**src/rtl/mapxl_pkg.sv**
```systemverilog
`timescale 1ns/1ps
package mapxl_pkg;
    localparam int OFF_W  = 24;
    localparam int ROOM_W = 25;
    localparam int MAP_W  = 16;

    localparam logic [15:0] IMAP_OFF  = 16'hFF00;
    localparam logic [15:0] DMAP_OFF  = 16'hFF08;
    localparam logic [15:0] ALIAS_OFF = 16'hFF04;
    localparam logic [15:0] ALIAS_TGT = 16'hFF0C;
    localparam logic [7:0]  REG_PAGE  = 8'hFF;
    localparam int          ALIAS_IDX = 2;

    typedef enum logic [1:0] {
        MEM_UNI  = 2'd0,
        MEM_INS  = 2'd1,
        MEM_DAT  = 2'd2,
        MEM_NONE = 2'd3
    } mem_e;

    typedef enum logic [1:0] {
        REQ_SYS  = 2'd0,
        REQ_DLOG = 2'd1,
        REQ_ILOG = 2'd2,
        REQ_BAD  = 2'd3
    } req_e;

    typedef struct packed {
        logic              err;
        mem_e              mem;
        logic [OFF_W-1:0]  off;
        logic [ROOM_W-1:0] room;
    } xres_t;
endpackage

```
**src/rtl/mapxl_regs.sv**
```systemverilog
`timescale 1ns/1ps
module mapxl_regs
    import mapxl_pkg::*;
#(
    parameter int NDMAP = 4,
    parameter int NIMAP = 2
) (
    input  logic                        clk,
    input  logic                        rst_n,
    input  logic                        wr_en,
    input  logic [15:0]                 wr_addr,
    input  logic [15:0]                 wr_data,
    output logic [NDMAP-1:0][MAP_W-1:0] dmap_q,
    output logic [NIMAP-1:0][MAP_W-1:0] imap_q
);
    localparam logic [MAP_W-1:0] DMAP_RST      = 16'h2000;
    localparam logic [MAP_W-1:0] DMAP_LAST_RST = 16'h0000;
    localparam logic [MAP_W-1:0] IMAP_RST      = 16'h1000;

    generate
        for (genvar i = 0; i < NDMAP; i++) begin : g_dmap
            localparam logic [15:0] MY_ADDR = DMAP_OFF + 16'(2 * i);
            localparam logic [MAP_W-1:0] RST_VAL = (i == NDMAP - 1) ? DMAP_LAST_RST : DMAP_RST;
            logic             hit;
            logic [MAP_W-1:0] q;
            always_comb begin
                hit = wr_en && ((wr_addr == MY_ADDR) ||
                                ((i == ALIAS_IDX) && (wr_addr == ALIAS_OFF)));
            end
            always_ff @(posedge clk) begin
                if (!rst_n)   q <= RST_VAL;
                else if (hit) q <= wr_data;
            end
            assign dmap_q[i] = q;
        end

        for (genvar j = 0; j < NIMAP; j++) begin : g_imap
            localparam logic [15:0] MY_ADDR = IMAP_OFF + 16'(2 * j);
            logic             hit;
            logic [MAP_W-1:0] q;
            always_comb hit = wr_en && (wr_addr == MY_ADDR);
            always_ff @(posedge clk) begin
                if (!rst_n)   q <= IMAP_RST;
                else if (hit) q <= wr_data;
            end
            assign imap_q[j] = q;
        end
    endgenerate

    // the shadow address lands in data map 2 one cycle later
    assert_alias_write_R3: assert property (@(posedge clk) disable iff (!rst_n)
        (wr_en && wr_addr == ALIAS_OFF) |=> (dmap_q[ALIAS_IDX] == $past(wr_data)));

    // first instruction map takes a write at its offset
    assert_imap_write_R2: assert property (@(posedge clk) disable iff (!rst_n)
        (wr_en && wr_addr == IMAP_OFF) |=> (imap_q[0] == $past(wr_data)));

    // without a write strobe no map changes
    assert_maps_hold_R2: assert property (@(posedge clk) disable iff (!rst_n)
        (!wr_en && $past(rst_n)) |=> ($stable(dmap_q) && $stable(imap_q)));
endmodule

```
**src/rtl/mapxl_dmap.sv**
```systemverilog
`timescale 1ns/1ps
module mapxl_dmap
    import mapxl_pkg::*;
#(
    parameter int NDMAP = 4,
    parameter int BLK_W = 14
) (
    input  logic                        clk,
    input  logic                        rst_n,
    input  logic [OFF_W-1:0]            off,
    input  logic [NDMAP-1:0][MAP_W-1:0] map_q,
    output xres_t                       res
);
    localparam int RNO_W   = $clog2(NDMAP);
    localparam int RANGE_W = BLK_W + RNO_W;
    localparam int SEG_W   = 10;
    localparam int IO_BIT  = 15;
    localparam int SUB_LSB = 12;
    localparam int NIB_W   = 4;
    localparam logic [OFF_W-1:0]  IO_WIN = 24'h00C000;
    localparam logic [ROOM_W-1:0] SPAN   = ROOM_W'(1) << BLK_W;

    logic [RNO_W-1:0] regno;
    logic [BLK_W-1:0] boff;
    logic [MAP_W-1:0] map;
    logic [1:0]       space;
    logic [1:0]       sub;
    logic [SEG_W-1:0] seg;
    logic [NIB_W-1:0] nib;
    logic             oor;
    logic             map_unused;

    always_comb begin
        oor        = |off[OFF_W-1:RANGE_W];
        regno      = off[RANGE_W-1:BLK_W];
        boff       = off[BLK_W-1:0];
        map        = map_q[regno];
        space      = map[13:12];
        seg        = map[SEG_W-1:0];
        sub        = boff[SUB_LSB+1:SUB_LSB];
        nib        = NIB_W'(map >> (NIB_W * (2'd3 - sub)));
        map_unused = ^{map[14], map[11:10]};

        res.err  = 1'b0;
        res.mem  = MEM_NONE;
        res.off  = '0;
        res.room = SPAN - ROOM_W'(boff);
        if (oor) begin
            res.err = 1'b1;
        end else if (map[IO_BIT]) begin
            res.mem = MEM_DAT;
            res.off = (OFF_W'(nib) << 16) + IO_WIN + OFF_W'(boff);
        end else begin
            unique case (space)
                2'd0: begin
                    res.mem = MEM_UNI;
                    res.off = OFF_W'({seg, boff});
                end
                2'd1: begin
                    res.mem = MEM_INS;
                    res.off = OFF_W'({seg, boff});
                end
                2'd2: begin
                    res.mem = MEM_DAT;
                    res.off = (OFF_W'(seg) << 16) + OFF_W'(off[RANGE_W-1:0]);
                end
                default: res.err = 1'b1;
            endcase
        end
    end

    // an I/O result sits in the top quarter of a 64 KiB page at the block offset
    assert_io_window_R10: assert property (@(posedge clk) disable iff (!rst_n)
        (!oor && map[IO_BIT]) |-> (res.off[15:14] == 2'b11 && res.off[13:0] == 14'(boff)));

    // offsets beyond the mapped range never translate
    assert_range_R7: assert property (@(posedge clk) disable iff (!rst_n)
        oor |-> res.err);

    // a block always leaves at least one byte and never more than a block
    assert_room_R8: assert property (@(posedge clk) disable iff (!rst_n)
        !res.err |-> (res.room != '0 && res.room <= SPAN));

    // reserved space with I/O bit clear fails
    assert_reserved_R9: assert property (@(posedge clk) disable iff (!rst_n)
        (!oor && !map[IO_BIT] && space == 2'd3) |-> res.err);
endmodule

```
**src/rtl/mapxl_imap.sv**
```systemverilog
`timescale 1ns/1ps
module mapxl_imap
    import mapxl_pkg::*;
#(
    parameter int NIMAP = 2,
    parameter int BLK_W = 17
) (
    input  logic                        clk,
    input  logic                        rst_n,
    input  logic [OFF_W-1:0]            off,
    input  logic [NIMAP-1:0][MAP_W-1:0] map_q,
    output xres_t                       res
);
    localparam int RNO_W   = $clog2(NIMAP);
    localparam int RANGE_W = BLK_W + RNO_W;
    localparam int SEG_W   = 7;
    localparam int TEST_W  = 11;
    localparam logic [ROOM_W-1:0] SPAN      = ROOM_W'(1) << BLK_W;
    localparam logic [ROOM_W-1:0] TEST_ROOM = ROOM_W'(1) << TEST_W;
    localparam logic [OFF_W-1:0]  TEST_TOP  = OFF_W'(1) << TEST_W;

    logic [RNO_W-1:0] regno;
    logic [BLK_W-1:0] boff;
    logic [MAP_W-1:0] map;
    logic [1:0]       space;
    logic [SEG_W-1:0] seg;
    logic             oor;
    logic             map_unused;

    always_comb begin
        oor        = |off[OFF_W-1:RANGE_W];
        regno      = off[RANGE_W-1:BLK_W];
        boff       = off[BLK_W-1:0];
        map        = map_q[regno];
        space      = map[13:12];
        seg        = map[SEG_W-1:0];
        map_unused = ^{map[15:14], map[11:SEG_W]};

        res.err  = 1'b0;
        res.mem  = MEM_NONE;
        res.off  = '0;
        res.room = SPAN - ROOM_W'(boff);
        if (oor) begin
            res.err = 1'b1;
        end else begin
            unique case (space)
                2'd0: begin
                    res.mem = MEM_UNI;
                    res.off = OFF_W'({seg, boff});
                end
                2'd1: begin
                    res.mem = MEM_INS;
                    res.off = OFF_W'(off[RANGE_W-1:0]);
                end
                2'd3: begin
                    res.mem  = MEM_INS;
                    res.off  = OFF_W'(boff[TEST_W-1:0]);
                    res.room = TEST_ROOM - ROOM_W'(boff[TEST_W-1:0]);
                end
                default: res.err = 1'b1;
            endcase
        end
    end

    // the test window wraps inside its 2 KiB span
    assert_test_wrap_R12: assert property (@(posedge clk) disable iff (!rst_n)
        (!oor && space == 2'd3) |-> (res.off < TEST_TOP && res.room <= TEST_ROOM && res.room != '0));

    // space 2 is not a valid instruction mapping
    assert_reserved_R11: assert property (@(posedge clk) disable iff (!rst_n)
        (space == 2'd2) |-> res.err);
endmodule

```
**src/rtl/addr_mapper.sv**
```systemverilog
`timescale 1ns/1ps
module addr_mapper
    import mapxl_pkg::*;
#(
    parameter int NDMAP   = 4,
    parameter int NIMAP   = 2,
    parameter int DBLK_W  = 14,
    parameter int IBLK_W  = 17,
    parameter int SEGSZ_W = 17,
    parameter int LEN_W   = 18
) (
    input  logic             clk,
    input  logic             rst_n,
    input  logic [1:0]       req_kind,
    input  logic [31:0]      req_addr,
    input  logic [LEN_W-1:0] req_len,
    input  logic             wr_en,
    input  logic [15:0]      wr_addr,
    input  logic [15:0]      wr_data,
    output logic [31:0]      phys_addr,
    output logic [1:0]       mem_sel,
    output logic [LEN_W-1:0] fit_len,
    output logic             xlate_err
);
    localparam logic [7:0] WIN_UNI  = 8'h00;
    localparam logic [7:0] WIN_INS  = 8'h01;
    localparam logic [7:0] WIN_DAT  = 8'h02;
    localparam logic [7:0] WIN_DLOG = 8'h10;
    localparam logic [7:0] WIN_ILOG = 8'h11;
    localparam logic [ROOM_W-1:0] SEG_SPAN = ROOM_W'(1) << SEGSZ_W;

    logic [NDMAP-1:0][MAP_W-1:0] dmap_q;
    logic [NIMAP-1:0][MAP_W-1:0] imap_q;
    logic [OFF_W-1:0]            req_off;
    logic [7:0]                  win;
    xres_t                       dres, ires, pres, sel;
    logic [OFF_W-1:0]            off_fix;
    logic [ROOM_W-1:0]           len_wide;
    req_e                        kind;

    assign req_off = req_addr[OFF_W-1:0];
    assign win     = req_addr[31:24];

    mapxl_regs #(.NDMAP(NDMAP), .NIMAP(NIMAP)) u_regs (
        .clk(clk), .rst_n(rst_n), .wr_en(wr_en), .wr_addr(wr_addr),
        .wr_data(wr_data), .dmap_q(dmap_q), .imap_q(imap_q)
    );

    mapxl_dmap #(.NDMAP(NDMAP), .BLK_W(DBLK_W)) u_dmap (
        .clk(clk), .rst_n(rst_n), .off(req_off), .map_q(dmap_q), .res(dres)
    );

    mapxl_imap #(.NIMAP(NIMAP), .BLK_W(IBLK_W)) u_imap (
        .clk(clk), .rst_n(rst_n), .off(req_off), .map_q(imap_q), .res(ires)
    );

    // direct physical windows
    always_comb begin
        pres.err  = 1'b0;
        pres.mem  = mem_e'(win[1:0]);
        pres.off  = req_off;
        pres.room = SEG_SPAN - ROOM_W'(req_off[SEGSZ_W-1:0]);
    end

    // window / request-kind selection
    always_comb begin
        kind     = req_e'(req_kind);
        sel.err  = 1'b1;
        sel.mem  = MEM_NONE;
        sel.off  = '0;
        sel.room = '0;
        unique case (kind)
            REQ_SYS: begin
                case (win)
                    WIN_UNI, WIN_INS, WIN_DAT: sel = pres;
                    WIN_DLOG:                  sel = dres;
                    WIN_ILOG:                  sel = ires;
                    default:                   ;
                endcase
            end
            REQ_DLOG: sel = dres;
            REQ_ILOG: sel = ires;
            REQ_BAD:  ;
        endcase
    end

    // register page fixup and outputs
    always_comb begin
        off_fix = sel.off;
        if (sel.mem == MEM_DAT && sel.off[15:8] == REG_PAGE) begin
            off_fix = {8'h00, sel.off[15:0]};
            if (sel.off[15:0] == ALIAS_OFF) off_fix[15:0] = ALIAS_TGT;
        end
        len_wide = ROOM_W'(req_len);
        if (sel.err) begin
            xlate_err = 1'b1;
            mem_sel   = MEM_NONE;
            phys_addr = '0;
            fit_len   = '0;
        end else begin
            xlate_err = 1'b0;
            mem_sel   = sel.mem;
            phys_addr = {6'b0, sel.mem, off_fix};
            fit_len   = (len_wide > sel.room) ? LEN_W'(sel.room) : req_len;
        end
    end

    // never grant more than asked
    assert_fit_bound_R13: assert property (@(posedge clk) disable iff (!rst_n)
        fit_len <= req_len);

    // an error clears every result field
    assert_err_clean_R6: assert property (@(posedge clk) disable iff (!rst_n)
        xlate_err |-> (fit_len == '0 && phys_addr == '0 && mem_sel == 2'd3));

    // a valid result carries its memory code in the address tag
    assert_tag_R5: assert property (@(posedge clk) disable iff (!rst_n)
        !xlate_err |-> (phys_addr[25:24] == mem_sel && mem_sel != 2'd3 && phys_addr[31:26] == 6'b0));

    // the shadow offset never reaches data memory unredirected
    assert_alias_out_R4: assert property (@(posedge clk) disable iff (!rst_n)
        (!xlate_err && mem_sel == 2'd2) |-> (phys_addr[15:0] != ALIAS_OFF));
endmodule

```
**config.mk**
```make
export PLATFORM = sky130hd
export DESIGN_NAME = addr_mapper
export DESIGN_NICKNAME = d
export VERILOG_FILES = /design/src/rtl/mapxl_pkg.sv /design/src/rtl/mapxl_regs.sv /design/src/rtl/mapxl_dmap.sv /design/src/rtl/mapxl_imap.sv /design/src/rtl/addr_mapper.sv
export SDC_FILE = /design/constraint.sdc
export NUM_CORES = 1
export LEC_CHECK = 0
export BUFFER_PORTS_ARGS = -buffer_cell sky130_fd_sc_hd__buf_2
export CAP_MARGIN = 0
export CORE_UTILIZATION = 49
export DETAILED_ROUTE_END_ITERATION = 8
export PLACE_DENSITY = 0.77
export SYNTH_ARGS = -nofsm -noshare
export SYNTH_HDL_FRONTEND = slang
export SYNTH_SLANG_ARGS = --single-unit
```
**constraint.sdc**
```tcl
create_clock -name clk -period 3.34 [get_ports clk]
set_input_delay 0 -clock clk [delete_from_list [all_inputs] [get_ports clk]]
set_output_delay 0 -clock clk [all_outputs]
set_load 0.1 [all_outputs]
```
==> flow_summary.ini <==
[clocking]
cts_tree = built
h-tree-depth = 3
cts.sinks = 82
cts_buffer_depth = 2
clock_latency_ps = 330
root_buffer = clkbuf_16
numCtsBuffers = 9
clk_pin_slew_ps = 70

[run]
max_cap_violations = 0

[worst_setup_path]
worstReg2RegEnd = u_regs.g_imap[1].q[12]
worstPathArrival_ps = 3680
crit_path_start_kind = primary input
r2r_start = u_regs.g_imap[1].q[12]
crit_path_start = req_addr[4]
rr_worst_depth = 3
crit_fanout = 25
cp.required_ps = 3340
critPathKind = primary input to output port
worst-r2r-setup-slack_ps = 2560
endpoint_kind = output port

[placed_design]
place_area_um2 = 7550
dpl.cell_count = 931
dpl.hpwl_mm = 13.2
io_buffers = 133
gp_congestion = 0.893

[layout]
drive_above_1_share_pct = 35.6
final_area_um2 = 8030
final_cell_count_no_fill = 957
nFillCells = 834
diodes = 0
final_nets = 915
area_growth_pct = 40.2

[sta]
hold_viol_final = 0
slew_viol_final = 0
period_share_pct = 110
fin_crit_ps = 3680
max_slew_margin_pct = 31.3
max_freq_ghz = 0.272
setup_viol = 18
skew_ps = 0
worst_pin_slew_ps = 1030
rsz0062_at_grt = true
setup_slack_ps = -338

[detailed_routing]
drc = 0
wl_per_cell_um = 18.2
drtIter0Drc = 321
ant_nets = 0
first_pass_iters = 5
viasPerCell = 5.78
totalWireLength_mm = 17.4
vias = 5535

[power]
p_int_uw = 1830
swShare_pct = 32.0
power.switching_uw = 859
irDropWorstVdd_mv = 0.433
pwr-share-seq_pct = 36.4
p_total_uw = 2690
clockPowerShare_pct = 38.2
powerDensity_nw_per_um2 = 334
leakage_uw = 0.00321
power.combinational.fraction_pct = 25.4

[global_route]
grt_pass1_vias = 5630
antenna_found_initial = 0
grt_max_degree = 83
grt_use_total_pct = 29.4
grt_util_met2_pct = 52.5
grt_pass1_wl_mm = 27.5
busiest_layer = met2
gr-usage-met1_pct = 35.4
grtUsageMet3_pct = 5.53
grt-ovfl-total = 0

[logic_synthesis]
synthFlopType = dfxtp_1
synth-edff-count = 0
async_reset_ff_share_pct = 0
post_synth.cell_area_avg_um2 = 8.87
yosys_warnings = 0
yosysSeqAreaShare_pct = 28.6
synth_top_area_share_pct = 28.6
synth.area.top_cells = dfxtp_1 29%, mux2i_1 16%, nor2b_1 9.1%
synth_seq_cells = 82
yosysMostFrequentCell = mux2i_1
synthCells = 646
ys_types = 61
synth_area_um2 = 5730
synth_area_leader_cell = dfxtp_1
synthTopCellsByCount = 93 x mux2i_1, 83 x nor2b_1, 82 x dfxtp_1

[min_path]
hp-class = primary input to register
hp-start = wr_data[4]
holdPathEnd = u_regs.g_dmap[2].q[4]
min_path_cells = 3

[outcome]
status = complete, but fails checks
violations = setup timing

[die]
core_um2 = 11400
die-height_um = 110
placementRows = 39
boundaryPins = 140
start_util_pct = 50.2
design.die.area_um2 = 12100
die_x_um = 110
routing by layer:
| layer | vias up | part of all wire, % |
|---|---|---|
| li1 | 2628 | - |
| met1 | 2661 | 42 |
| met2 | 200 | 50 |
| met3 | 46 | 5.5 |
| met4 | 0 | 2.4 |
| met5 | - | 0 |
worst max-delay path by stage:
stage	endpoint	slack, ps	cells past startpoint
after floorplan	fit_len[12]	-1180	16
after detailed placement	fit_len[13]	-310	18
final	fit_len[9]	-340	17
after CTS	fit_len[9]	-260	16
after global placement	fit_len[12]	-180	16
after global routing	fit_len[9]	-470	17
cells in the final DEF (no fill, tap or decap), drive strengths merged, types with 3 or more instances in the layout:
master,count
or4,4
a21oi,30
a22oi,5
a221oi,7
conb,6
ha,19
o21a,9
a22o,5
nand3b,4
clkbuf,9
nand4,7
o21ai,16
a31oi,3
or2,16
nor3b,6
nor2b,83
nor2,45
buf,186
mux2i,93
nand3,11
a21o,4
dfxtp,82
xnor2,11
and3,3
or3,3
nor4b,3
nor4,7
inv,11
mux4,19
nand2,42
and2,16
nor3,14
o211a,3
dlygate4sd3,7
stage by stage:
| step | TNS [ps] | worst slack, ps | hold WS [ps] | util [%] |
|---|---|---|---|---|
| 2_1_floorplan | -10610 | -1180 | 125 | - |
| 3_3_place_gp | -2820 | -182 | 297 | 66.1 |
| 3_5_place_dp | -5130 | -309 | 325 | 66.1 |
| 4_1_cts | -4180 | -262 | 14.7 | 70.2 |
| 5_1_grt | -7880 | -469 | 27.9 | 70.3 |
| 6_report | -5570 | -338 | 21.0 | 70.3 |
sequential cells by signal (all words and copies together) (netlist names):
name	flops
u_regs.g_imap.q	18
u_regs.g_dmap.q	64
worst max-delay path, stage by stage:
cell and delay (ps):
buf_6 90, or4_4 550, or4_4 580, or2_4 290, nor2_1 180, a21oi_2 60
ha_1 300, nand4_1 120, nor3_2 240, o21ai_1 130, o22ai_2 140, o221ai_2 150
buf_12 180, buf_4 140, and2_1 160, o21a_4 200, buf_12 160
area by class of cell:
type	count	area (µm²)	area share (%)
multi-input combinational	515	4180	52.0
timing repair buffer	193	1700	21.1
sequential	82	1640	20.4
clock buffer	9	225	2.80
tap	143	179	2.23
clock inverter	7	83.8	1.04
inverter	8	30.0	0.374
power groups by stage:
stage,Sequential [µW],Clock (µW),Combinational [µW]
after CTS,977,1040,675
after detailed placement,1000,0,651
after global placement,1000,0,638
after floorplan,1000,0,410
final,977,1030,682
after global routing,977,1080,720
repair_timing:
item,4_1_cts,5_1_grt
setup endpoints to repair,18,18
gates resized for setup,16,4
endpoints found under the hold margin,20,0
hold buffers,7,0
pin swaps,7,1
setup buffers,3,0
cell families (layout without fill, tap and decap cells):
kind of cell,count (synthesis),in the layout,synth area share (%)
adder cells (fa/ha/maj),19,19,4.15
other,1,6,0.0654
flip-flops,82,82,28.6
AND/OR/NAND/NOR,272,272,26.5
AO/OA/AOI/OAI,94,94,10.7
multiplexers,113,113,23.9
buffers and inverters,54,217,4.21
XOR/XNOR,11,11,1.81
No activity file was read; power rests on OpenSTA's default activity.
